**src/rtl/qt_pkg.sv**
```systemverilog
package qt_pkg;
  typedef enum logic [1:0] {STEP_NONE, STEP_UP, STEP_DN} step_e;

  localparam logic [1:0] ADDR_MODE = 2'd0;
  localparam logic [1:0] ADDR_CNT  = 2'd1;
  localparam logic [1:0] ADDR_STAT = 2'd2;

  localparam int MODE_W      = 8;
  localparam int PWM_CH      = 5;
  localparam int BIT_PHASE   = 6;
  localparam int BIT_OVF_SEL = 5;

  // One input changed: up if the new A differs from B after an A change,
  // or the new B equals A after a B change.
  function automatic step_e quad_decode(input logic pa, input logic pb,
                                        input logic na, input logic nb);
    logic a_chg, b_chg;
    a_chg = pa ^ na;
    b_chg = pb ^ nb;
    if (a_chg && !b_chg) return (na ^ nb) ? STEP_UP : STEP_DN;
    if (b_chg && !a_chg) return (na ^ nb) ? STEP_DN : STEP_UP;
    return STEP_NONE;
  endfunction
endpackage

```
**src/rtl/qt_in_sync.sv**
```systemverilog
module qt_in_sync #(
  parameter int STAGES = 2
) (
  input  logic clk,
  input  logic rst_n,
  input  logic din,
  output logic dout
);
  logic [STAGES-1:0] sr;

  for (genvar i = 0; i < STAGES; i++) begin : g_st
    if (i == 0) begin : g_first
      always_ff @(posedge clk) begin
        if (!rst_n) sr[0] <= 1'b0;
        else        sr[0] <= din;
      end
    end else begin : g_next
      always_ff @(posedge clk) begin
        if (!rst_n) sr[i] <= 1'b0;
        else        sr[i] <= sr[i-1];
      end
    end
  end

  assign dout = sr[STAGES-1];
endmodule

```
**src/rtl/qt_phase_dec.sv**
```systemverilog
module qt_phase_dec
  import qt_pkg::*;
#(
  parameter int SYNC_STAGES = 2
) (
  input  logic clk,
  input  logic rst_n,
  input  logic phase_a,
  input  logic phase_b,
  output logic step_up,
  output logic step_dn,
  output logic both_chg
);
  logic a_s, b_s, a_q, b_q;
  step_e step;

  qt_in_sync #(.STAGES(SYNC_STAGES)) u_sync_a (.clk(clk), .rst_n(rst_n), .din(phase_a), .dout(a_s));
  qt_in_sync #(.STAGES(SYNC_STAGES)) u_sync_b (.clk(clk), .rst_n(rst_n), .din(phase_b), .dout(b_s));

  always_ff @(posedge clk) begin
    if (!rst_n) begin
      a_q <= 1'b0;
      b_q <= 1'b0;
    end else begin
      a_q <= a_s;
      b_q <= b_s;
    end
  end

  always_comb step = quad_decode(a_q, b_q, a_s, b_s);

  assign step_up  = (step == STEP_UP);
  assign step_dn  = (step == STEP_DN);
  assign both_chg = (a_q ^ a_s) && (b_q ^ b_s);


  step_once_chk: assert property (@(posedge clk) disable iff (!rst_n)
    $onehot0({step_up, step_dn, both_chg}));
endmodule

```
**src/rtl/qt_counter.sv**
```systemverilog
module qt_counter #(
  parameter int CNT_W = 16
) (
  input  logic             clk,
  input  logic             rst_n,
  input  logic             load,
  input  logic [CNT_W-1:0] load_val,
  input  logic             inc,
  input  logic             dec,
  output logic [CNT_W-1:0] count,
  output logic             wrap_up,
  output logic             wrap_dn
);
  localparam logic [CNT_W-1:0] CNT_MAX = '1;
  localparam logic [CNT_W-1:0] CNT_ONE = CNT_W'(1);

  function automatic logic [CNT_W-1:0] next_count(input logic [CNT_W-1:0] c,
                                                  input logic up, input logic dn);
    if (up) return c + CNT_ONE;
    if (dn) return c - CNT_ONE;
    return c;
  endfunction

  always_ff @(posedge clk) begin
    if (!rst_n)    count <= '0;
    else if (load) count <= load_val;
    else           count <= next_count(count, inc, dec);
  end

  assign wrap_up = !load && inc && (count == CNT_MAX);
  assign wrap_dn = !load && dec && !inc && (count == '0);


  load_wins_chk: assert property (@(posedge clk) disable iff (!rst_n)
    load |=> count == $past(load_val));

  inc_step_chk: assert property (@(posedge clk) disable iff (!rst_n)
    (!load && inc) |=> count == $past(count) + CNT_ONE);

  dec_step_chk: assert property (@(posedge clk) disable iff (!rst_n)
    (!load && dec && !inc) |=> count == $past(count) - CNT_ONE);

  idle_hold_chk: assert property (@(posedge clk) disable iff (!rst_n)
    (!load && !inc && !dec) |=> $stable(count));
endmodule

```
**src/rtl/qt_ctrl_regs.sv**
```systemverilog
module qt_ctrl_regs
  import qt_pkg::*;
(
  input  logic              clk,
  input  logic              rst_n,
  input  logic              wr_mode,
  input  logic [6:0]        mode_wdata,
  input  logic              wr_stat,
  input  logic              stat_wbit,
  input  logic              rd_stat,
  input  logic              wrap_up,
  input  logic              wrap_dn,
  output logic              phase_en,
  output logic              ovf_sel,
  output logic [PWM_CH-1:0] pwm_en,
  output logic [MODE_W-1:0] mode_byte,
  output logic              ovf_flag
);
  logic [6:0] mode_q;
  logic       armed;
  logic       ovf_set, ovf_clr;

  always_ff @(posedge clk) begin
    if (!rst_n)       mode_q <= '0;
    else if (wr_mode) mode_q <= mode_wdata;
  end

  assign phase_en  = mode_q[BIT_PHASE];
  assign ovf_sel   = mode_q[BIT_OVF_SEL];
  assign pwm_en    = mode_q[PWM_CH-1:0];
  assign mode_byte = {1'b1, mode_q};

  assign ovf_set = wrap_up || (wrap_dn && !ovf_sel);
  assign ovf_clr = wr_stat && !stat_wbit && armed;

  always_ff @(posedge clk) begin
    if (!rst_n) begin
      ovf_flag <= 1'b0;
      armed    <= 1'b0;
    end else begin
      if (ovf_set)      ovf_flag <= 1'b1;
      else if (ovf_clr) ovf_flag <= 1'b0;
      if (ovf_clr)                  armed <= 1'b0;
      else if (rd_stat && ovf_flag) armed <= 1'b1;
    end
  end


  up_wrap_flag_chk: assert property (@(posedge clk) disable iff (!rst_n)
    wrap_up |=> ovf_flag);

  dn_wrap_masked_chk: assert property (@(posedge clk) disable iff (!rst_n)
    (ovf_sel && wrap_dn && !ovf_flag && !wrap_up) |=> !ovf_flag);

  unarmed_clear_chk: assert property (@(posedge clk) disable iff (!rst_n)
    (ovf_flag && !armed) |=> ovf_flag);
endmodule

```
**src/rtl/quad_timer_chan.sv**
```systemverilog
module quad_timer_chan
  import qt_pkg::*;
#(
  parameter int CNT_W       = 16,
  parameter int SYNC_STAGES = 2
) (
  input  logic              clk,
  input  logic              rst_n,
  input  logic              bus_wr,
  input  logic              bus_rd,
  input  logic [1:0]        bus_addr,
  input  logic [CNT_W-1:0]  bus_wdata,
  output logic [CNT_W-1:0]  bus_rdata,
  input  logic              tick_in,
  input  logic              phase_a,
  input  logic              phase_b,
  output logic [PWM_CH-1:0] pwm_en,
  output logic              ovf_flag
);
  logic             step_up, step_dn, both_chg;
  logic             phase_en, ovf_sel;
  logic             cnt_load, cnt_inc, cnt_dec;
  logic             wrap_up, wrap_dn;
  logic [CNT_W-1:0] count;
  logic [MODE_W-1:0] mode_byte;
  logic             wr_mode, wr_stat, rd_stat;

  assign wr_mode  = bus_wr && (bus_addr == ADDR_MODE);
  assign cnt_load = bus_wr && (bus_addr == ADDR_CNT);
  assign wr_stat  = bus_wr && (bus_addr == ADDR_STAT);
  assign rd_stat  = bus_rd && (bus_addr == ADDR_STAT);

  qt_phase_dec #(.SYNC_STAGES(SYNC_STAGES)) u_dec (
    .clk(clk), .rst_n(rst_n), .phase_a(phase_a), .phase_b(phase_b),
    .step_up(step_up), .step_dn(step_dn), .both_chg(both_chg)
  );

  assign cnt_inc = phase_en ? step_up : tick_in;
  assign cnt_dec = phase_en && step_dn;

  qt_counter #(.CNT_W(CNT_W)) u_cnt (
    .clk(clk), .rst_n(rst_n), .load(cnt_load), .load_val(bus_wdata),
    .inc(cnt_inc), .dec(cnt_dec), .count(count),
    .wrap_up(wrap_up), .wrap_dn(wrap_dn)
  );

  qt_ctrl_regs u_regs (
    .clk(clk), .rst_n(rst_n),
    .wr_mode(wr_mode), .mode_wdata(bus_wdata[6:0]),
    .wr_stat(wr_stat), .stat_wbit(bus_wdata[0]), .rd_stat(rd_stat),
    .wrap_up(wrap_up), .wrap_dn(wrap_dn),
    .phase_en(phase_en), .ovf_sel(ovf_sel), .pwm_en(pwm_en),
    .mode_byte(mode_byte), .ovf_flag(ovf_flag)
  );

  always_comb begin
    unique case (bus_addr)
      ADDR_MODE: bus_rdata = CNT_W'(mode_byte);
      ADDR_CNT:  bus_rdata = count;
      ADDR_STAT: bus_rdata = CNT_W'(ovf_flag);
      default:   bus_rdata = '0;
    endcase
  end


  both_chg_hold_chk: assert property (@(posedge clk) disable iff (!rst_n)
    (phase_en && both_chg && !cnt_load) |=> $stable(count));

  tick_ignored_chk: assert property (@(posedge clk) disable iff (!rst_n)
    (phase_en && !step_up && !step_dn && !cnt_load) |=> $stable(count));
endmodule

```
**config.mk**
```make
export PLATFORM = sky130hd
export DESIGN_NAME = quad_timer_chan
export DESIGN_NICKNAME = d
export VERILOG_FILES = /design/src/rtl/qt_pkg.sv /design/src/rtl/qt_in_sync.sv /design/src/rtl/qt_phase_dec.sv /design/src/rtl/qt_counter.sv /design/src/rtl/qt_ctrl_regs.sv /design/src/rtl/quad_timer_chan.sv
export SDC_FILE = /design/constraint.sdc
export NUM_CORES = 1
export LEC_CHECK = 0
export ABC_AREA = 1
export CORE_MARGIN = 5
export CORE_UTILIZATION = 45
export DETAILED_ROUTE_END_ITERATION = 16
export DONT_BUFFER_PORTS = 1
export PLACE_DENSITY = 0.62
export REMOVE_ABC_BUFFERS = 1
export SLEW_MARGIN = 10
export SYNTH_ARGS = -nofsm -noshare
export SYNTH_HDL_FRONTEND = slang
export SYNTH_HIERARCHICAL = 1
export SYNTH_SLANG_ARGS = --single-unit
```
**constraint.sdc**
```tcl
create_clock -name clk -period 2.3 [get_ports clk]
set_input_delay 0.46 -clock clk [delete_from_list [all_inputs] [get_ports clk]]
set_output_delay 0.46 -clock clk [all_outputs]
set_load 0.02 [all_outputs]
```
==> results.json, run 1 <==
{
  "outcome": "complete, no violations",
  "post_drt_wl_per_cell_um": 13.9,
  "diodes": 0,
  "top_regs": "u_cnt/count x16, u_regs/mode_q x7",
  "setup_viol": 0,
  "root_buffer": "clkbuf_8",
  "dp_cells": 489,
  "nets": 451,
  "critical_path_class": "reg2reg",
  "crit_top_cell": "nand2_1",
  "rsz0062_at_grt": "no",
  "core_area_sq_um": 5440,
  "final_layout_size_suffix_gt1_frac": 0.125,
  "arrival_ns": 2.21,
  "grt_pass1_wl_mm": 11.4,
  "pre_cts_ws_ns": 0.273,
  "syn-cell-area_sq_um": 2490,
  "vias": 2554,
  "dr.first_iter.drc_count": 187,
  "cts_resized": 0,
  "slew_headroom": 0.652,
  "syn_area_per_cell_sq_um": 5.84,
  "dr.pass1.iters": 4,
  "top_level_ports": 47,
  "track_usage": 0.195,
  "dp_hpwl_mm": 5.34,
  "pwr-share-comb": 0.218,
  "syn_to_final_growth_pct": 5.92,
  "wl_mm": 6.92,
  "finish.cell_count_without_fillers": 497,
  "seqPwrFrac": 0.401,
  "clock_latency_ns": 0.29,
  "maxCapViolations": 0,
  "antenna_found_initial": 0,
  "start_kind": "flip-flop",
  "die_y_um": 84.4,
  "rr_worst_depth": 18,
  "placed_cell_area_sq_um": 2520,
  "hold-path-cell-count": 2,
  "dieArea_sq_um": 7130,
  "drc": 0,
  "ff_latch_area_sq_um": 621,
  "cp_slowest_cell": "dfxtp_1",
  "grt_max_degree": 23,
  "vdd_drop_max_mv": 0.352,
  "post_cts_buffers": 0,
  "switching_share": 0.332,
  "slowest_delay_ns": 0.40,
  "finalHoldViolations": 0,
  "syn_inst": 427,
  "final.setup.worst_slack_ns": 0.256,
  "viasPerCell": 5.14,
  "largest_reg_flops": 16,
  "p_int_mw": 1.03,
  "hold_path_class": "in2reg",
  "htree_levels": 2,
  "cts.sink_count": 31,
  "finalCriticalPeriod_ns": 2.04,
  "cp_max_fo": 15,
  "p_clk_frac": 0.381,
  "leakagePower_nw": 1.27,
  "largest_register": "u_cnt/count",
  "place.gp.congestion": 0.920,
  "multi_input_area_sq_um": 1530,
  "path_clk_slew_ns": 0.07,
  "numCtsBuffers": 5,
  "clock_skew_ns": 0.00457,
  "ant_nets": 0,
  "grt_pass1_vias": 2465,
  "start_util": 0.458,
  "clockBufferDepth": 2,
  "cp.required_ns": 2.46,
  "path_cells": "inv_2 -> nand2_1 -> nand2_2 -> nand2_4 -> nor2_2 -> a21oi_2 -> nand2_1 -> o21ai_0 -> inv_1 -> nand2_1 -> buf_4 -> nand3_1 -> nor2_1 -> nand3_1 -> nand2_1 -> nand2_1 -> nand3_1 -> a21oi_1",
  "worst-path-stages": 18,
  "grt-ovfl-total": 0,
  "cts_tree": "yes",
  "crit_buf_inv": 3,
  "cp_top_family": "simple AND/OR/NAND/NOR gates",
  "tns_ns": 0,
  "final_max_slew_viol_count": 0,
  "p_switching_mw": 0.512,
  "fin_crit_sh": 0.889,
  "io_buffer_count": 0,
  "worst_slew_pin_slew_ns": 0.519,
  "max_freq_mhz": 489,
  "fillers": 607,
  "p_total_mw": 1.54,
  "yosys_warnings": 6,
  "crit_path_end_kind": "flip-flop",
  "cts_hold_buffers": 0,
  "row_count": 27,
  "die_w_um": 84.4,
  "final_area_sq_um": 2640,
  "power.density_nw_per_um2": 585
}
## path summary, 6_finish.rpt
path	slack, ns	from	endpoint
max	0.26	u_dec/u_sync_a/dout$_SDFF_PN0_	u_cnt/count[15]$_SDFFE_PN0P_
min	0.26	rst_n	u_dec/u_sync_a/dout$_SDFF_PN0_
max reg2reg	0.26	u_dec/u_sync_a/dout$_SDFF_PN0_	u_cnt/count[15]$_SDFFE_PN0P_
min reg2reg	0.41	u_dec/u_sync_a/sr[0]$_SDFF_PN0_	u_dec/u_sync_a/dout$_SDFF_PN0_
## layer usage
metal | up-vias | part of all wire | track usage
li1 | 1342 | - | -
met1 | 1141 | 0.47 | 0.257
met2 | 63 | 0.47 | 0.321
met3 | 8 | 0.049 | 0.0402
met4 | 0 | 0.0074 | 0.0576
met5 | - | 0 | 0
## cells in the final DEF (no fill, tap or decap)
cell / instances
dfxtp_1: 31
conb_1: 1
nor2_4: 4
nor2_1: 60
inv_1: 46
nand2_2: 4
clkbuf_8: 6
buf_4: 9
xor2_1: 3
nand2_4: 5
o221ai_1: 2
nor2_2: 5
a21oi_1: 16
inv_2: 11
nor3_1: 4
clkinv_2: 1
o21ai_0: 21
nor4_1: 2
a221oi_1: 1
nand3_1: 56
nand2_1: 114
a31oi_1: 3
a21oi_2: 3
nand4_1: 4
nor3_2: 1
nand3_2: 2
or2_2: 1
nand3b_1: 1
o21ai_1: 4
bufinv_16: 1
a21o_1: 1
ha_1: 2
## power by group through the flow
| stage | clock, mW | sequential (mW) | combinational (mW) |
|---|---|---|---|
| global placement | 0 | 0.631 | 0.330 |
| floorplan | 0 | 0.618 | 0.260 |
| global route | 0.623 | 0.625 | 0.383 |
| detailed placement | 0 | 0.632 | 0.334 |
| finish | 0.588 | 0.619 | 0.337 |
| CTS | 0.603 | 0.619 | 0.335 |
## layout make-up
cell class / count / share of cell area
tap: 72 / 0.0341
clock buffer: 6 / 0.0313
sequential: 31 / 0.235
multi-input combinational: 320 / 0.580
timing repair buffer: 9 / 0.0256
clock inverter: 2 / 0.0133
inverter: 57 / 0.0810
## per-stage QoR
step	utilization	hold WS [ns]
detailed placement	0.464	0.398
CTS	0.486	0.261
global route	0.486	0.266
floorplan	-	0.390
finish	0.486	0.264
global placement	0.464	0.411
(Power assumes the default switching activity.)
==> run 2, diff against run 1 <==
Settings changed: CORE_ASPECT_RATIO set to 0.9.
==> run 2 against run 1 <==
  * Die area about the same
  * Via count down 1.5%
  * Combinational power down 2%
  * Final area down 1.8%
  * Non-clock buffer count down 2
  * Sequential power about the same
  * Largest cell class unchanged
  * Clock skew up 0.0020 ns
  * Sequential share of layout area up 0.43 points
  * Cell count down 1.6%
  * Wire length down 2.9%
  * Sequential cell count unchanged
==> results.json, run 2 (synthesis gave the netlist of run 1 again) <==
{
  "grt-ovfl-total": 0,
  "post_cts_buffers": 0,
  "tns_ns": 0,
  "largest_register": "u_cnt/count",
  "vias": 2516,
  "cp_slowest_cell": "dfxtp_1",
  "top_level_ports": 47,
  "root_buffer": "clkbuf_8",
  "core_area_sq_um": 5320,
  "drc": 0,
  "cp_max_fo": 15,
  "regToRegEndpoint": "u_cnt/count[1]$_SDFFE_PN0P_",
  "path_cells": "nand2_1 -> nand2_2 -> nand2_4 -> nor2_2 -> a21oi_2 -> nand2_1 -> o21ai_0 -> inv_1 -> nand2_1 -> inv_1 -> or2_2 -> nand3_1 -> a221oi_1",
  "path_clk_slew_ns": 0.07,
  "dr.first_iter.drc_count": 169,
  "final_max_slew_viol_count": 0,
  "diodes": 0,
  "fillers": 560,
  "start_util": 0.469,
  "final.setup.worst_slack_ns": 0.251,
  "crit_buf_inv": 2,
  "die_y_um": 80.6,
  "grt_max_degree": 23,
  "grt_pass1_vias": 2395,
  "mostFrequentLayoutCells": "nand2_1, nor2_1, nand3_1",
  "leakagePower_nw": 1.25,
  "slowest_delay_ns": 0.40,
  "finalHoldViolations": 0,
  "fin_crit_sh": 0.891,
  "dp_hpwl_mm": 5.09,
  "rsz0062_at_grt": "no",
  "clock_skew_ns": 0.00660,
  "numCtsBuffers": 5,
  "top_regs": "u_cnt/count x16, u_regs/mode_q x7",
  "vdd_drop_max_mv": 0.339,
  "cts.sink_count": 31,
  "rr_worst_depth": 13,
  "grt_pass1_wl_mm": 11.2,
  "start_kind": "flip-flop",
  "cp.required_ns": 2.49,
  "r2r_start": "u_dec/u_sync_b/dout$_SDFF_PN0_",
  "ff_latch_area_sq_um": 621,
  "placed_cell_area_sq_um": 2500,
  "arrival_ns": 2.24,
  "io_buffer_count": 0,
  "htree_levels": 2,
  "worst-r2r-setup-slack_ns": 0.25,
  "die_w_um": 88.5,
  "viasPerCell": 5.15,
  "hold-path-cell-count": 2,
  "multi_input_area_sq_um": 1530,
  "place.gp.congestion": 0.854,
  "final_common_cell": "nand2_1",
  "pre_cts_ws_ns": 0.258,
  "cts_hold_buffers": 0,
  "worst_slew_pin_slew_ns": 0.519,
  "final_layout_size_suffix_gt1_frac": 0.118,
  "nets": 449,
  "clock_latency_ns": 0.29,
  "slew_headroom": 0.654,
  "track_usage": 0.201,
  "p_total_mw": 1.40,
  "wl_mm": 6.72,
  "cts_tree": "yes",
  "critical_path_class": "reg2reg",
  "post_drt_wl_per_cell_um": 13.7,
  "power.density_nw_per_um2": 538,
  "dr.pass1.iters": 4,
  "utilization": 0.488,
  "outcome": "complete, no violations",
  "ant_nets": 0,
  "whs_ns": 0.262,
  "crit_top_cell": "nand2_1",
  "finalCriticalPeriod_ns": 2.05,
  "maxCapViolations": 0,
  "antenna_found_initial": 0,
  "max_freq_mhz": 488,
  "hold_path_class": "in2reg",
  "whs_endpoint": "u_dec/u_sync_a/sr[0]$_SDFF_PN0_",
  "dieArea_sq_um": 7130,
  "hold_start": "phase_a",
  "clockBufferDepth": 2,
  "cp_top_family": "simple AND/OR/NAND/NOR gates",
  "finish.cell_count_without_fillers": 489,
  "largest_reg_flops": 16,
  "setup_viol": 0,
  "crit_path_end_kind": "flip-flop",
  "row_count": 25,
  "dp_cells": 482,
  "syn_to_final_growth_pct": 4.01,
  "final_area_sq_um": 2590
}
## run 2: cell count changes in the layout (fill, tap and decap cells not counted), sizes merged
cell	before	now
buf	9	7
bufinv	1	0
## run 2: worst register-to-register path, delay by kind of cell, from the launching register on
kind                   cells  cell delay, ns
AO/OA/AOI/OAI              3            0.39
buffers and inverters      2            0.46
flip-flops                 1            0.40
AND/OR/NAND/NOR            8            0.70
## run 2: repair_timing
item	in CTS	in global routing
setup endpoints to repair	0	1
hold endpoints to repair	0	0
resized for setup	0	1
## run 2: worst max path at each step
stage               slack (ns)                            from  depth (start not counted)                      endpoint
floorplan                 0.07                     bus_addr[1]                          7   u_cnt/count[1]$_SDFFE_PN0P_
global placement          0.27  u_dec/u_sync_a/dout$_SDFF_PN0_                         18  u_cnt/count[15]$_SDFFE_PN0P_
detailed placement        0.26  u_dec/u_sync_a/dout$_SDFF_PN0_                         18  u_cnt/count[15]$_SDFFE_PN0P_
CTS                       0.25  u_dec/u_sync_a/dout$_SDFF_PN0_                         18  u_cnt/count[15]$_SDFFE_PN0P_
global route             0.002  u_dec/u_sync_a/dout$_SDFF_PN0_                         14   u_cnt/count[2]$_SDFFE_PN0P_
finish                    0.25  u_dec/u_sync_b/dout$_SDFF_PN0_                         13   u_cnt/count[1]$_SDFFE_PN0P_
## run 2: where the power goes
part | leakage, nW | switching (mW) | internal, mW
clock | 0.0470 | 0.209 | 0.235
sequential | 0.254 | 0.0528 | 0.568
combinational | 0.949 | 0.220 | 0.112
## run 2: final cells by class
class	count	share of cell area
clock buffers	6	0.0318
flip-flops and latches	31	0.239
clock inverters	1	0.00193
well taps	67	0.0323
multi-input cells	320	0.590
inverters	57	0.0825
repair buffers	7	0.0217
## run 2: routing by layer
metal,share of wire,vias up,global-route usage
li1,-,1339,-
met1,0.49,1096,0.268
met2,0.42,69,0.308
met3,0.065,12,0.0513
met4,0.018,0,0.0755
met5,0,-,0
==> run 3, diff against run 2 <==
Settings changed: CTS_BUF_LIST set to sky130_fd_sc_hd__clkbuf_8, RECOVER_POWER set to 50.
==> run 3 against run 2 <==
  * Global-route usage unchanged
  * Clock power about the same
  * Wire length decreased by 0.10%
  * Register-to-register slack about the same
  * Critical path depth unchanged
  * Count of clock-buffer cells in the layout unchanged
  * Utilization decreased by 0.21 points
  * Cell count unchanged
  * Worst hold slack improved by 0.00054 ns
  * Critical endpoint unchanged
==> results.json, run 3 (synthesis gave the netlist of run 1 again) <==
{
  "viasPerCell": 5.17,
  "die_y_um": 80.6,
  "multi_input_area_sq_um": 1520,
  "pwr-share-comb": 0.237,
  "clock_skew_ns": 0.00660,
  "p_int_mw": 0.913,
  "dp_hpwl_mm": 5.09,
  "die_w_um": 88.5,
  "final_area_sq_um": 2580,
  "vias": 2528,
  "seqPwrFrac": 0.446,
  "finalCriticalPeriod_ns": 2.05,
  "cts_tree": "yes",
  "core_area_sq_um": 5320,
  "r2r_start": "u_dec/u_sync_b/dout$_SDFF_PN0_",
  "final_layout_size_suffix_gt1_frac": 0.109,
  "outcome": "complete, no violations",
  "ant_nets": 0,
  "fillers": 564,
  "arrival_ns": 2.23,
  "worst_slew_pin_slew_ns": 0.508,
  "vdd_drop_max_mv": 0.339,
  "worst-path-stages": 13,
  "slew_headroom": 0.660,
  "crit_top_cell": "nand2_1",
  "row_count": 25,
  "path_clk_slew_ns": 0.07,
  "rsz0062_at_grt": "no",
  "cts.sink_count": 31,
  "hold_path_class": "in2reg",
  "finalHoldViolations": 0,
  "htree_levels": 2,
  "p_clk_frac": 0.317,
  "numCtsBuffers": 5,
  "start_util": 0.469,
  "setup_viol": 0,
  "dr.first_iter.drc_count": 173,
  "cts_hold_buffers": 0,
  "final_common_cell": "nand2_1",
  "top_regs": "u_cnt/count x16, u_regs/mode_q x7",
  "grt-ovfl-total": 0,
  "grt_pass1_vias": 2395,
  "switching_share": 0.344,
  "post_drt_wl_per_cell_um": 13.7,
  "ff_latch_area_sq_um": 621,
  "dr.pass1.iters": 4,
  "io_buffer_count": 0,
  "diodes": 0,
  "clock_latency_ns": 0.29,
  "crit_buf_inv": 2,
  "startpoint": "u_dec/u_sync_b/dout$_SDFF_PN0_",
  "cp_top_family": "simple AND/OR/NAND/NOR gates",
  "regToRegEndpoint": "u_cnt/count[1]$_SDFFE_PN0P_",
  "rr_worst_depth": 13,
  "slowest_delay_ns": 0.40,
  "grt_max_degree": 23,
  "critical_path_class": "reg2reg",
  "cp.required_ns": 2.49,
  "worst-r2r-setup-slack_ns": 0.25,
  "maxCapViolations": 0,
  "top_level_ports": 47,
  "cp_max_fo": 15,
  "clockBufferDepth": 2,
  "root_buffer": "clkbuf_8",
  "drc": 0,
  "final_max_slew_viol_count": 0,
  "nets": 449,
  "p_total_mw": 1.39,
  "grt_pass1_wl_mm": 11.2,
  "crit_end": "u_cnt/count[1]$_SDFFE_PN0P_",
  "p_switching_mw": 0.478,
  "leakagePower_nw": 1.24,
  "syn_to_final_growth_pct": 3.56,
  "power.density_nw_per_um2": 539,
  "utilization": 0.486,
  "mostFrequentLayoutCells": "nand2_1, nor2_1, nand3_1",
  "antenna_found_initial": 0,
  "wl_mm": 6.71,
  "dieArea_sq_um": 7130,
  "max_freq_mhz": 489,
  "cp_slowest_cell": "dfxtp_1",
  "place.gp.congestion": 0.854,
  "finish.cell_count_without_fillers": 489,
  "tns_ns": 0,
  "track_usage": 0.201,
  "start_kind": "flip-flop",
  "largest_register": "u_cnt/count",
  "dp_cells": 482,
  "crit_path_end_kind": "flip-flop",
  "placed_cell_area_sq_um": 2500,
  "largest_reg_flops": 16,
  "path_cells": "nand2_1 -> nand2_2 -> nand2_4 -> nor2_2 -> a21oi_2 -> nand2_1 -> o21ai_0 -> inv_1 -> nand2_1 -> inv_1 -> or2_2 -> nand3_1 -> a221oi_1",
  "fin_crit_sh": 0.889
}
## run 3: cell types whose count changed in the layout (fill, tap and decap cells not counted)
cell | previous run | this run
inv_1 | 46 | 48
inv_2 | 11 | 9
buf_4 | 6 | 5
clkbuf_1 | 0 | 1
nand2_1 | 114 | 115
nand2_4 | 5 | 4
## run 3: worst min path at each step
stage                                 endpoint                            start  cells past startpoint
2_1_floorplan   u_dec/u_sync_a/dout$_SDFF_PN0_  u_dec/u_sync_a/sr[0]$_SDFF_PN0_                      2
3_3_place_gp    u_dec/u_sync_b/dout$_SDFF_PN0_  u_dec/u_sync_b/sr[0]$_SDFF_PN0_                      2
3_5_place_dp    u_dec/u_sync_a/dout$_SDFF_PN0_  u_dec/u_sync_a/sr[0]$_SDFF_PN0_                      2
4_1_cts        u_dec/u_sync_a/sr[0]$_SDFF_PN0_                          phase_a                      2
5_1_grt         u_dec/u_sync_a/dout$_SDFF_PN0_                            rst_n                      2
6_report       u_dec/u_sync_a/sr[0]$_SDFF_PN0_                          phase_a                      2
## run 3: worst register-to-register path, delay by kind of cell, from the launching register on
kind / cells / cell delay [ns]
simple gates: 8 / 0.70
buf+inv: 2 / 0.46
compound gates: 3 / 0.39
flops: 1 / 0.40
## run 3: repair_timing
action,in CTS,in global routing
endpoints found under the setup margin,0,1
setup buffers,0,0
hold endpoints to repair,0,0
gates resized for setup,0,1
## run 3: final cells by class
type,count,share of cell area
Timing Repair Buffer,7,0.0203
Sequential cell,31,0.240
Multi-Input combinational cell,320,0.590
Clock buffer,6,0.0320
Tap cell,67,0.0325
Clock inverter,1,0.00194
Inverter,57,0.0828
## run 3: routing by layer
layer,up-vias,GRT usage,share of wire
li1,1337,-,-
met1,1103,0.268,0.49
met2,76,0.308,0.42
met3,12,0.0513,0.073
met4,0,0.0755,0.018
met5,-,0,0
## run 3: power by group through the flow
stage	combinational, mW	clock, mW	sequential (mW)
2_1_floorplan	0.260	0	0.618
3_3_place_gp	0.327	0	0.632
3_5_place_dp	0.329	0	0.632
4_1_cts	0.331	0.462	0.620
5_1_grt	0.377	0.486	0.627
6_report	0.329	0.441	0.621
## run 3: metrics by stage
step,hold slack (ns),setup WS (ns)
after floorplan,0.390,0.0718
after global placement,0.400,0.273
after detailed placement,0.407,0.258
after CTS,0.250,0.245
after global routing,0.255,0.00240
final,0.262,0.255
